$ cat config.mk
export PLATFORM = sky130hd
export DESIGN_NAME = flash_wp_guard
export DESIGN_NICKNAME = d
export VERILOG_FILES = /design/src/rtl/flash_wp_guard.sv
export SDC_FILE = /design/constraint.sdc
export NUM_CORES = 1
export LEC_CHECK = 0
export BUFFER_PORTS_ARGS = -buffer_cell sky130_fd_sc_hd__buf_2
export CAP_MARGIN = 20
export CORE_MARGIN = 1.5
export CORE_UTILIZATION = 48
export CTS_BUF_LIST = sky130_fd_sc_hd__clkbuf_4 sky130_fd_sc_hd__clkbuf_8
export DETAILED_ROUTE_END_ITERATION = 10
export PLACE_DENSITY = 0.89
export SYNTH_ARGS = -nofsm -noshare
export SYNTH_HDL_FRONTEND = slang
export SYNTH_SLANG_ARGS = --single-unit
$ cat constraint.sdc
create_clock -name clk -period 2.25 [get_ports clk]
set_input_delay 0.225 -clock clk [delete_from_list [all_inputs] [get_ports clk]]
set_output_delay 0.225 -clock clk [all_outputs]
set_load 0.01 [all_outputs]
$ cat src/rtl/flash_wp_guard.sv
module flash_wp_guard #(
  parameter int ADDR_W = 17,
  parameter int BLK_W  = 2
) (
  input  logic              clk,
  input  logic              rst_n,
  input  logic [1:0]        bp_i,
  input  logic              wpen_i,
  input  logic              wp_n_i,
  input  logic              cs_n_i,
  input  logic [ADDR_W-1:0] addr_i,
  input  logic              req_i,
  input  logic [1:0]        req_kind_i,
  input  logic              sts_byte_i,
  input  logic              sts_done_i,
  output logic              arr_grant_o,
  output logic              arr_deny_o,
  output logic [(1<<BLK_W)-1:0] blk_mask_o,
  output logic              sts_grant_o,
  output logic              sts_deny_o,
  output logic              sts_busy_o
);
  localparam int NBLK = 1 << BLK_W;
  localparam logic [1:0] K_CHIP = 2'b10;
  localparam logic [1:0] K_STS  = 2'b11;

  function automatic logic [NBLK-1:0] lock_of(input logic [1:0] bp);
    logic [NBLK-1:0] m;
    for (int i = 0; i < NBLK; i++) begin
      case (bp)
        2'b01:   m[i] = (i >= NBLK - NBLK/4);
        2'b10:   m[i] = (i >= NBLK/2);
        2'b11:   m[i] = 1'b1;
        default: m[i] = 1'b0;
      endcase
    end
    return m;
  endfunction

  logic [NBLK-1:0]  locked, tgt_hot, free_mask;
  logic [BLK_W-1:0] tgt;
  logic             arr_req, arr_ok;
  logic             unused_lo;

  assign unused_lo = ^addr_i[ADDR_W-BLK_W-1:0];
  assign locked    = lock_of(bp_i);
  assign tgt       = addr_i[ADDR_W-1 -: BLK_W];
  assign tgt_hot   = NBLK'(1) << tgt;
  assign arr_req   = req_i && req_kind_i != K_STS;
  assign free_mask = (req_kind_i == K_CHIP) ? ~locked : (tgt_hot & ~locked);
  assign arr_ok    = arr_req && !sts_busy_o && (|free_mask);

  always_ff @(posedge clk or negedge rst_n) begin
    if (!rst_n) begin
      arr_grant_o <= 1'b0;
      arr_deny_o  <= 1'b0;
      blk_mask_o  <= '0;
    end else begin
      arr_grant_o <= arr_ok;
      arr_deny_o  <= arr_req && !arr_ok;
      blk_mask_o  <= arr_ok ? free_mask : '0;
    end
  end

  logic       cs_q, pending, cancel;
  logic [1:0] nbytes;
  logic       cs_rise, sts_req, sts_start, wp_block, commit_ok, commit_bad;

  assign cs_rise    = !cs_q && cs_n_i;
  assign sts_req    = req_i && req_kind_i == K_STS;
  assign sts_start  = sts_req && !cs_n_i && !sts_busy_o && !pending;
  assign wp_block   = wpen_i && !wp_n_i;
  assign commit_ok  = pending && cs_rise && !cancel && !wp_block && nbytes == 2'd1;
  assign commit_bad = pending && cs_rise && !commit_ok;

  always_ff @(posedge clk or negedge rst_n) begin
    if (!rst_n) begin
      cs_q        <= 1'b1;
      pending     <= 1'b0;
      cancel      <= 1'b0;
      nbytes      <= 2'd0;
      sts_grant_o <= 1'b0;
      sts_deny_o  <= 1'b0;
      sts_busy_o  <= 1'b0;
    end else begin
      cs_q <= cs_n_i;
      if (cs_rise) pending <= 1'b0;
      else if (sts_start) pending <= 1'b1;
      if (sts_start) begin
        cancel <= wp_block;
        nbytes <= 2'd0;
      end else if (pending && !cs_n_i) begin
        cancel <= cancel || wp_block;
        if (sts_byte_i && nbytes != 2'd2) nbytes <= nbytes + 2'd1;
      end
      sts_grant_o <= commit_ok;
      sts_deny_o  <= commit_bad || (sts_req && sts_busy_o);
      if (commit_ok) sts_busy_o <= 1'b1;
      else if (sts_done_i) sts_busy_o <= 1'b0;
    end
  end
endmodule


==> results.md <==
- Run status: completed
- Number of enable flip-flop cells after synthesis: 0
- Clock sink total: 14
- Port Buffers: 22
- Power per cell area: 736 nW/um^2
- Cell type contributing the most total cell area after synthesis: dfrtp_1
- Drt initial violations: 7
- Height of the chip: around 41 microns
- Global-route track usage on met1: between 20 and 25%
- # Post-CTS Setup Buffers: 0
- Startpoint kind of the worst setup timing path: flop
- Number of global-route vias before repair: between 400 and 500
- Non-filler instance count after layout: around 100
- Worst-margin pin slew: 0.303 ns
- Congestion Overflow GR: 0
- Wire length per cell after detailed routing: approximately 12 microns
- Worst hold path type: in2reg
- Critical path startpoint: nbytes[0]
- Slew Limit Fails: 0
- Die ar.: ~1700 sq um
- Total leakage power: approximately 0.00043 uW
- Number of antenna violations at the first check in global routing: 0
- Post-layout instance area: ~850 sq um
- Number of H-tree levels: 1
- Largest net degree at the start of global routing: 15
- Final cycle utilization of the critical path: 62.3%
- Mean cell area of the mapped netlist: approximately 11 sq um
- Ratio of cells with drive above 1 in the final layout: 35.2%
- Post-Synthesis Cell Area: roughly 680 sq um
- Endpoints failing hold: 0
- Flip-flop and latch count after synthesis: 14
- Met2 GRT Util: 29.8%
- Source-to-sink clock delay at the later pin of the worst-skew pair: approximately 0.27 ns
- Post-detailed-placement cell area: between 800 and 900 sq um
- Pre-CTS setup slack: ~0.86 ns
- RSZ-0062 raised after global routing: no
- Drt total wl: 1220 microns
- Area share of the largest cell type after synthesis: 47.5%
- Library cells used by synthesis: 29
- Core ar.: between 1000 and 1500 sq um
- Clock Path Buffers: 2
- TritonCTS buffer count: 3
- Area growth from synthesis to layout: 24.7%
- Clock transition at the registers of the reported paths: around 0.070 ns
- Sum of buffers and inverters on the critical path: 1
- Ports: 38
- CP required: approximately 2.5 ns
- Commonest register cell after synthesis: dfrtp_1
- Register-to-register setup slack: about 0.85 ns
- Startpoint of the worst register-to-register path: nbytes[0]
- Clock skew after layout: just under 0.006 ns
- Final core occ: 64.8%
- Total number of vias: 560
- Setup crit end kind: flop
- Final setup violation count: 0
- Root cell of the clock tree: clkbuf_4
- Max FO, Critical Path: 3
- Routability cong.: 0.717
- Number of synthesis warnings: 0
- Worst relative slew slack: between 70 and 80%
- Top area cells in the synthesized netlist: dfrtp_1 (48%), nand2b_1 (4.6%), nor2b_1 (4.6%)
- Fin crit period: 1.40 ns
- Setup CP Type: reg2reg
- Post-DP HPWL: 938 microns
- Final Worst Setup Slack: approximately 0.85 ns
- First-pass GRT wire length: around 1900 microns
- MaxCap Viol Count: 0
- Standard cell with the maximum stage delay on the critical path: dfrtp_1
- Asr flop ratio synth: 100%
- Cell with the most instances after synthesis: dfrtp_1
- Highest-utilization routing layer at the global route stage: met2
- Worst-case vdd ir drop: roughly 0.48 mV
- Start point of the worst min-delay path: cs_n_i
- GR Util All Layers: 17.9%
- Antenna Violating Nets Remaining: 0
- CTS tree: built
- Cell Rows: 13
- Antenna diodes: 0
- Net count after synthesis: 92
- DR pass1 iterations: 5
- Met3 track utilization from global routing: under 10%
- Post-synthesis instance total: 61
- Starting density of the core: 51.9%
- Quantity of gates resized following cts: 0
- Via density per instance: 5.44
- Commonest cells in the netlist: dfrtp_1 (13), nand2b_1 (5), nor2b_1 (5)
- Die X-Extent: 40.8 microns
- CP Cell Sequence: inv_1 > ha_1 > or3b_1 > mux2i_1 > a32o_1
- Setup TNS Final: 0 ns
- Cell type group with the largest total delay on the critical path: flip-flops
- Number of nets in the layout: 120
- CP max stage delay: 0.38 ns
- Placed instance count: between 90 and 100
- DRC violation count after routing: 0
- Sequential-to-total area share from yosys stat: 51.4%
- Data arrival time at the worst-slack endpoint: 1.61 ns
- Maximum achievable frequency: ~700 MHz
## flip-flops by register name (all words and copies together), names as in the netlist
| register | flops |
|---|---|
| arr_grant_o | 1 |
| sts_busy_o | 1 |
| blk_mask_o | 4 |
| cancel | 1 |
| pending | 1 |
| sts_deny_o | 1 |
| cs_q | 1 |
| sts_grant_o | 1 |
| arr_deny_o | 1 |
| nbytes | 2 |
## layout by cell type (no fill, tap or decap), types with 2 or more instances in the layout
cell      netlist  layout
a32o_1          2       2
buf_2           0      22
nor2b_1         5       5
clkbuf_4        0       4
inv_1           4       4
nand2b_1        5       5
a21oi_1         4       4
dfrtp_1        13      13
o22ai_1         2       2
nand2_1         4       4
ha_1            2       2
## per-layer routing
| metal | routed length [microns] | vias up |
|---|---|---|
| met5 | 0 | - |
| met4 | 25 | 0 |
| met3 | 70 | 4 |
| met2 | 599 | 19 |
| met1 | 529 | 261 |
| li1 | - | 276 |
## per-stage QoR
| step | hold WS (ns) | power [uW] |
|---|---|---|
| global route | 0.0901 | 671 |
| detailed placement | 0.129 | 477 |
| CTS | 0.0944 | 633 |
| floorplan | -0.0706 | 420 |
| finish | 0.102 | 628 |
| global placement | 0.126 | 464 |
## worst paths after layout
kind                              endpoint  cells after the start
worst min register to register     pending                      2
max in group asynchronous             cs_q                      2
min in group asynchronous       arr_deny_o                      2
worst max register to register   nbytes[0]                      5
worst max-delay path             nbytes[0]                      5
worst min-delay path                  cs_q                      1
## cells by family after synthesis
logic type	count (synthesis)	synth area share [%]
muxes	1	1.46
buffers and inverters	4	2.19
and+or+nand+nor	24	22.9
AOI/OAI and AO/OA	16	18.5
DFF	14	51.4
adders and majority gates	2	3.66
## power by group
part	switching, uW	internal, uW	leakage (uW)	total (uW)
logic	79.0	82.3	0.000225	161
registers	28.2	285	0.000182	313
clock network	72.6	80.7	0.0000184	153
## what timing repair did
action	4_1_cts	5_1_grt
endpoints found under the setup margin	0	0
hold buffers	1	0
endpoints found under the hold margin	13	0
## area by class of cell
class / instances / area [sq um]
multi-input combinational: 43 / 318
inverter: 4 / 15.0
clock buffer: 4 / 30.0
timing repair buffer: 23 / 120
tap: 15 / 18.8
fill: 116 / 464
sequential: 14 / 352
No activity file was read; power rests on OpenSTA's default activity.
